## src/rtl/tx_uflo_pkg.sv

```systemverilog
package tx_uflo_pkg;

    typedef enum logic [2:0] {
        ST_HALT  = 3'd0,
        ST_RUN   = 3'd1,
        ST_FETCH = 3'd2,
        ST_WAIT  = 3'd3,
        ST_PARK  = 3'd4
    } ctl_state_t;

    typedef struct packed {
        logic own;
        logic sop;
    } desc_info_t;

    typedef enum logic [1:0] {
        DEC_SKIP  = 2'd0,
        DEC_TAKE  = 2'd1,
        DEC_PARK  = 2'd2
    } scan_dec_t;

    function automatic int unsigned ring_next(input int unsigned cur, input int unsigned len);
        return (cur + 1 >= len) ? 0 : cur + 1;
    endfunction

    function automatic scan_dec_t classify(input desc_info_t d);
        if (!d.sop)
            return DEC_SKIP;
        else if (d.own)
            return DEC_TAKE;
        else
            return DEC_PARK;
    endfunction

endpackage

```

## src/rtl/tx_uflo_cfg.sv

```systemverilog
module tx_uflo_cfg (
    input  logic clk,
    input  logic clr,
    input  logic wr,
    input  logic wr_val,
    input  logic stop_cmd,
    output logic no_stop
);
    logic no_stop_q;

    always_ff @(posedge clk) begin
        if (clr)
            no_stop_q <= 1'b0;
        else if (wr)
            no_stop_q <= wr_val;
    end

    assign no_stop = no_stop_q;


    cfg_clear_chk: assert property (@(posedge clk) clr |=> !no_stop_q);


    cfg_stop_keep_chk: assert property (@(posedge clk) disable iff (clr)
        (stop_cmd && !wr) |=> $stable(no_stop_q));

endmodule

```

## src/rtl/tx_uflo_ring_idx.sv

```systemverilog
module tx_uflo_ring_idx #(
    parameter int RING_LEN = 8,
    parameter int IDX_W    = 3
) (
    input  logic             clk,
    input  logic             clr,
    input  logic             load,
    input  logic [IDX_W-1:0] base,
    input  logic             step,
    output logic [IDX_W-1:0] idx
);
    import tx_uflo_pkg::*;

    logic [IDX_W-1:0] idx_q;
    logic [IDX_W-1:0] from_base;
    logic [IDX_W-1:0] from_cur;

    always_comb begin
        from_base = IDX_W'(ring_next(int'(base), RING_LEN));
        from_cur  = IDX_W'(ring_next(int'(idx_q), RING_LEN));
    end

    always_ff @(posedge clk) begin
        if (clr)
            idx_q <= '0;
        else if (load)
            idx_q <= from_base;
        else if (step)
            idx_q <= from_cur;
    end

    assign idx = idx_q;


    idx_range_chk: assert property (@(posedge clk) disable iff (clr)
        int'(idx_q) < RING_LEN);


    idx_wrap_chk: assert property (@(posedge clk) disable iff (clr)
        (step && !load && int'(idx_q) == RING_LEN - 1) |=> idx_q == '0);

endmodule

```

## src/rtl/tx_uflo_fsm.sv

```systemverilog
module tx_uflo_fsm (
    input  logic                    clk,
    input  logic                    clr,
    input  logic                    start_cmd,
    input  logic                    stop_cmd,
    input  logic                    poll_req,
    input  logic                    ufl_evt,
    input  logic                    no_stop,
    input  logic                    rsp_valid,
    input  tx_uflo_pkg::desc_info_t rsp,
    output logic                    load_c,
    output logic                    step_c,
    output logic                    tx_on,
    output logic                    desc_req,
    output logic                    adv_pulse,
    output logic                    start_pulse,
    output logic                    err
);
    import tx_uflo_pkg::*;

    ctl_state_t st_q, st_d;
    scan_dec_t  dec;
    logic       adv_q, start_q, err_q;
    logic       take_c;

    always_comb begin
        dec    = classify(rsp);
        st_d   = st_q;
        load_c = 1'b0;
        step_c = 1'b0;
        take_c = 1'b0;
        if (stop_cmd) begin
            st_d = ST_HALT;
        end else begin
            unique case (st_q)
                ST_HALT: if (start_cmd) st_d = ST_RUN;
                ST_RUN: begin
                    if (ufl_evt) begin
                        if (no_stop) begin
                            st_d   = ST_FETCH;
                            load_c = 1'b1;
                        end else begin
                            st_d = ST_HALT;
                        end
                    end
                end
                ST_FETCH: st_d = ST_WAIT;
                ST_WAIT: begin
                    if (rsp_valid) begin
                        unique case (dec)
                            DEC_SKIP: begin
                                st_d   = ST_FETCH;
                                step_c = 1'b1;
                            end
                            DEC_TAKE: begin
                                st_d   = ST_RUN;
                                take_c = 1'b1;
                            end
                            default: st_d = ST_PARK;
                        endcase
                    end
                end
                ST_PARK: if (poll_req) st_d = ST_FETCH;
                default: st_d = ST_HALT;
            endcase
        end
    end

    always_ff @(posedge clk) begin
        if (clr) begin
            st_q    <= ST_HALT;
            adv_q   <= 1'b0;
            start_q <= 1'b0;
            err_q   <= 1'b0;
        end else begin
            st_q    <= st_d;
            adv_q   <= load_c | step_c;
            start_q <= take_c;
            if (ufl_evt)
                err_q <= 1'b1;
            else if (st_q == ST_HALT && start_cmd && !stop_cmd)
                err_q <= 1'b0;
        end
    end

    assign tx_on       = (st_q != ST_HALT);
    assign desc_req    = (st_q == ST_FETCH);
    assign adv_pulse   = adv_q;
    assign start_pulse = start_q;
    assign err         = err_q;


    txon_rise_chk: assert property (@(posedge clk) disable iff (clr)
        $rose(tx_on) |-> $past(start_cmd));


    halt_on_ufl_chk: assert property (@(posedge clk) disable iff (clr)
        (st_q == ST_RUN && ufl_evt && !no_stop) |=> (!tx_on && !desc_req));


    recover_keeps_on_chk: assert property (@(posedge clk) disable iff (clr)
        (st_q == ST_RUN && ufl_evt && no_stop && !stop_cmd) |=> tx_on);


    start_single_chk: assert property (@(posedge clk) disable iff (clr)
        start_pulse |=> !start_pulse);


    park_quiet_chk: assert property (@(posedge clk) disable iff (clr)
        (st_q == ST_PARK && !poll_req) |=> !desc_req);


    err_set_chk: assert property (@(posedge clk) disable iff (clr)
        ufl_evt |=> err);


    req_pulse_chk: assert property (@(posedge clk) disable iff (clr)
        desc_req |=> !desc_req);

endmodule

```

## src/rtl/tx_uflo_recover.sv

```systemverilog
module tx_uflo_recover #(
    parameter int RING_LEN = 8,
    localparam int IDX_W   = (RING_LEN > 2) ? $clog2(RING_LEN) : 1
) (
    input  logic             clk,
    input  logic             rst,
    input  logic             soft_rst,
    input  logic             cfg_wr,
    input  logic             cfg_wr_val,
    output logic             cfg_no_stop,
    input  logic             start_cmd,
    input  logic             stop_cmd,
    input  logic             poll_req,
    input  logic             ufl_evt,
    input  logic [IDX_W-1:0] ufl_idx,
    output logic             desc_req,
    output logic [IDX_W-1:0] desc_idx,
    input  logic             desc_rsp_valid,
    input  logic             desc_rsp_own,
    input  logic             desc_rsp_sop,
    output logic             tx_on,
    output logic             adv_req,
    output logic             frame_start,
    output logic             uflo_err
);
    import tx_uflo_pkg::*;

    logic       clr;
    logic       no_stop;
    logic       load_c, step_c;
    desc_info_t rsp;

    assign clr = rst | soft_rst;
    assign rsp = '{own: desc_rsp_own, sop: desc_rsp_sop};

    tx_uflo_cfg u_cfg (
        .clk      (clk),
        .clr      (clr),
        .wr       (cfg_wr),
        .wr_val   (cfg_wr_val),
        .stop_cmd (stop_cmd),
        .no_stop  (no_stop)
    );

    tx_uflo_fsm u_fsm (
        .clk         (clk),
        .clr         (clr),
        .start_cmd   (start_cmd),
        .stop_cmd    (stop_cmd),
        .poll_req    (poll_req),
        .ufl_evt     (ufl_evt),
        .no_stop     (no_stop),
        .rsp_valid   (desc_rsp_valid),
        .rsp         (rsp),
        .load_c      (load_c),
        .step_c      (step_c),
        .tx_on       (tx_on),
        .desc_req    (desc_req),
        .adv_pulse   (adv_req),
        .start_pulse (frame_start),
        .err         (uflo_err)
    );

    tx_uflo_ring_idx #(
        .RING_LEN (RING_LEN),
        .IDX_W    (IDX_W)
    ) u_idx (
        .clk  (clk),
        .clr  (clr),
        .load (load_c),
        .base (ufl_idx),
        .step (step_c),
        .idx  (desc_idx)
    );

    assign cfg_no_stop = no_stop;


    idx_hold_chk: assert property (@(posedge clk) disable iff (clr)
        (!tx_on || !desc_rsp_valid) && !desc_req && !adv_req && $past(!desc_req) && !ufl_evt
        |=> $stable(desc_idx) || adv_req);


    reset_state_chk: assert property (@(posedge clk)
        rst |=> (!tx_on && !uflo_err && !desc_req && !frame_start && !adv_req));

endmodule

```

## config.mk

```make
export PLATFORM = sky130hd
export DESIGN_NAME = tx_uflo_recover
export DESIGN_NICKNAME = d
export VERILOG_FILES = /design/src/rtl/tx_uflo_pkg.sv /design/src/rtl/tx_uflo_cfg.sv /design/src/rtl/tx_uflo_ring_idx.sv /design/src/rtl/tx_uflo_fsm.sv /design/src/rtl/tx_uflo_recover.sv
export SDC_FILE = /design/constraint.sdc
export NUM_CORES = 1
export LEC_CHECK = 0
export ABC_AREA = 1
export BUFFER_PORTS_ARGS = -buffer_cell sky130_fd_sc_hd__clkbuf_2
export CORE_MARGIN = 3
export CORE_UTILIZATION = 30
export CTS_CLUSTER_DIAMETER = 100
export DETAILED_ROUTE_END_ITERATION = 8
export GPL_TIMING_DRIVEN = 0
export SLEW_MARGIN = 0
export SYNTH_ARGS = -nofsm -noshare
export SYNTH_HDL_FRONTEND = slang
export SYNTH_SLANG_ARGS = --single-unit
```

## constraint.sdc

```tcl
create_clock -name clk -period 1.6 [get_ports clk]
set_input_delay 0.16 -clock clk [delete_from_list [all_inputs] [get_ports clk]]
set_output_delay 0.16 -clock clk [all_outputs]
set_load 0.01 [all_outputs]
```

==> summary.md <==
| Metric | Value |
|---|---|
| Worst R2R End | `u_idx.idx[1]$_SDFFE_PP0P_` |
| Clock-pin slew on the worst setup and hold paths | `70 ps` |
| CP max stage delay | `460 ps` |
| VDD IR-drop max | `0.0004777 V` |
| Count leader, synth | `nand2_1` |
| Initial antenna violation count | `0` |
| R2r setup slk | `330 ps` |
| Core area | `2082 sq um` |
| Final ANT Viol Nets | `0` |
| CTS tree | `done` |
| Most frequent CP cell | `inv_1` |
| # Max-Cap Violations | `0` |
| Clock power frac | `0.335` |
| Worst Path Max Fanout | `6` |
| Vias per cell | `4.477` |
| Full die area | `2956 sq um` |
| Area grow syn2layout | `24.42%` |
| Fin. Hold Viols | `0` |
| DIE HEIGHT | `54.37 microns` |
| Commonest cells post-synth | `nand2_1, inv_1, nor2_1, nand3_1, dfxtp_1` |
| Die span in x | `54.37 microns` |
| Post-DP HPWL | `1.378 mm` |
| Fmax | `712.0 MHz` |
| RSZ-0062 raised after global routing | `false` |
| Clock buffer depth | `2` |
| Worst reg-to-reg path cell count | `9` |
| Pleak | `0.5008 nW` |
| HP Start | `cfg_wr_val` |
| Setup violators final | `0` |
| Max_slew headroom | `0.7705` |
| Max-slew violation count | `0` |
| DRC viols | `0` |
| Routability cong. | `0.8220` |
| CTS sink cnt | `10` |
| Clock root buffer | `clkbuf_4` |
| Num CTS Buffers | `3` |
| P_sw | `140.8 uW` |
| H-tree Lvls | `1` |
| Busiest grt layer | `met2` |
| Outcome | `complete, no violations` |
| Crit path cell chain | `inv_1, nor2_1, nand2_1, inv_1, clkbuf_2` |
| Post-synth ARST share | `0` |
| WL/cell | `9.793 microns` |
| Min-delay worst type | `in2reg` |
| Ant diodes | `0` |
| # fillers | `234` |
| Int Pwr | `375.0 uW` |
| Overflow left after global routing | `0` |
| Crit path launch type | `flip-flop` |
| GR Util All Layers | `0.1293` |
| Hold-fix buffers, CTS | `0` |
| PD cells | `590.6 nW/um^2` |
| Power share of the sequential group | `0.500` |
| # rows | `16` |
| GR Layer Usage met3 | `0.02180` |
| Area share of the leading cell type in the synthesized netlist | `0.2852` |
| Clock skew | `7.896 ps` |
| Setup crit start | `u_fsm.st_q[1]$_SDFFE_PP0P_` |
| Final period util | `0.8778` |
| Cell area after synthesis | `701.9 sq um` |
| GR Layer Usage met1 | `0.1811` |
| Top Ports | `24` |
| Wire length of the first global-routing pass | `2.849 mm` |
| Reg2Reg Launch Point | `u_fsm.st_q[2]$_SDFFE_PP0P_` |
| Drt first pass iters | `4` |
| Worst hold slack | `135.1 ps` |
| Initial drt markers | `17` |
| Slowest cell on crit path | `dfxtp_1` |
| #FFs+latches synth | `10` |
| Via count | `779` |
| Min cycle time layout | `1404 ps` |
| Combinational power share | `0.165` |
| Synth Warn # | `0` |
| Post-synthesis sequential area ratio | `0.2852` |
| Vias in the first global route | `698` |
| Syn_nets | `138` |
| Post-Syn Area per Cell | `5.801 sq um` |
| Net Sw Frac | `0.2730` |
| WS Path Type | `reg2out` |
| Largest cells by area after synthesis | `dfxtp_1, nand2_1, inv_1, nor2_1, nand3_1` |
| Clock Latency Late Sink | `270 ps` |
| Req. time, crit path | `1440 ps` |
| Post-synth EDFFs | `0` |
| Met2 Usage GRT | `0.1873` |
| Sum of negative setup slack | `0 ps` |
| Largest net degree at the start of global routing | `9` |
| Post-Route WL | `1.704 mm` |
| Data arrival, critical path | `1240 ps` |
| Yosys cell types | `18` |
| Endpoint class of the critical path | `output port` |
| Share of layout cells above drive strength 1 | `0.2313` |
| IO Port Bufs | `23` |
| Starting density of the core | `0.3371` |
| Crit path to | `desc_req` |
| Ys flop type | `dfxtp_1` |
| Post-CTS setup buffer count | `0` |
| Area leader, netlist | `dfxtp_1` |
| Slew of the pin with the lowest slew margin | `341.6 ps` |
| Post_cts resized | `0` |
| Post-Synthesis Cells | `121` |
| Final #Nets | `166` |
-- critical path: cells and delay by family (launching register included) --
| family | cells | cell delay [ps] |
|---|---|---|
| flops | 1 | 460 |
| simple gates | 2 | 180 |
| buf+inv | 3 | 340 |
-- how the worst min path moves through the flow --
stage                              endpoint  slack, ps  cells past startpoint
6_report         u_cfg.no_stop$_SDFFE_PP0P_        140                      3
5_1_grt        u_fsm.start_pulse$_SDFF_PP0_        170                      3
4_1_cts          u_cfg.no_stop$_SDFFE_PP0P_        130                      3
3_5_place_dp     u_cfg.no_stop$_SDFFE_PP0P_        400                      3
3_3_place_gp     u_cfg.no_stop$_SDFFE_PP0P_        380                      3
2_1_floorplan    u_cfg.no_stop$_SDFFE_PP0P_        300                      2
-- per-stage QoR --
stage | area, sq um | utilization | setup slack (ps) | std cells | power (mW)
after floorplan | 701.9 | - | 486.4 | 121 | 0.3132
after global placement | 850.8 | 0.4087 | 372.2 | 171 | 0.3464
after detailed placement | 850.8 | 0.4087 | 350.3 | 171 | 0.3480
after CTS | 873.3 | 0.4195 | 215.4 | 174 | 0.5195
after global routing | 873.3 | 0.4195 | 132.1 | 174 | 0.5418
final | 873.3 | 0.4195 | 195.6 | 174 | 0.5158
-- sequential cells by signal (all words and copies together) (netlist names) --
register,flops
u_fsm.st_q,3
u_idx.idx,3
u_cfg.no_stop,1
u_fsm.adv_pulse,1
u_fsm.err,1
u_fsm.start_pulse,1
-- area by class of cell --
class                           instances  area, sq um  share of cell area
Inverter                               24        90.09              0.1032
Sequential cell                        10        200.2              0.2292
Timing Repair Buffer                   23        115.1              0.1318
Buffer                                  1        11.26             0.01289
Clock buffer                            3        22.52             0.02579
Tap cell                               27        33.78             0.03868
Multi-Input combinational cell         86        400.4              0.4585
-- layout by cell type (no fill, tap or decap), drive strengths merged --
cell type	synthesis	layout
ha	2	2
nand3	16	16
dfxtp	10	10
buf	1	1
nor4	1	1
inv	24	24
clkbuf	0	26
nor2	27	27
nand2	30	30
nand4	1	1
a21oi	3	3
o21ai	4	4
and2	1	1
nor3	1	1
-- power groups by stage --
stage	clock [mW]	combinational, mW	sequential, mW
2_1_floorplan	0	0.0497	0.264
3_3_place_gp	0	0.0832	0.263
3_5_place_dp	0	0.0846	0.263
4_1_cts	0.177	0.0853	0.258
5_1_grt	0.187	0.0969	0.258
6_report	0.173	0.0852	0.258
-- kinds of logic after synthesis --
logic type | Yosys count | synth area share
flops | 10 | 0.2852
simple gates | 77 | 0.4849
compound gates | 7 | 0.04991
buf+inv | 25 | 0.1444
fa+ha+maj | 2 | 0.03564
-- per-layer routing --
metal,vias to the layer above,routed length (microns)
met1,324,894
met5,-,0
met4,0,26
met3,4,100
li1,428,-
met2,23,683
No activity file was read; power rests on OpenSTA's default activity.
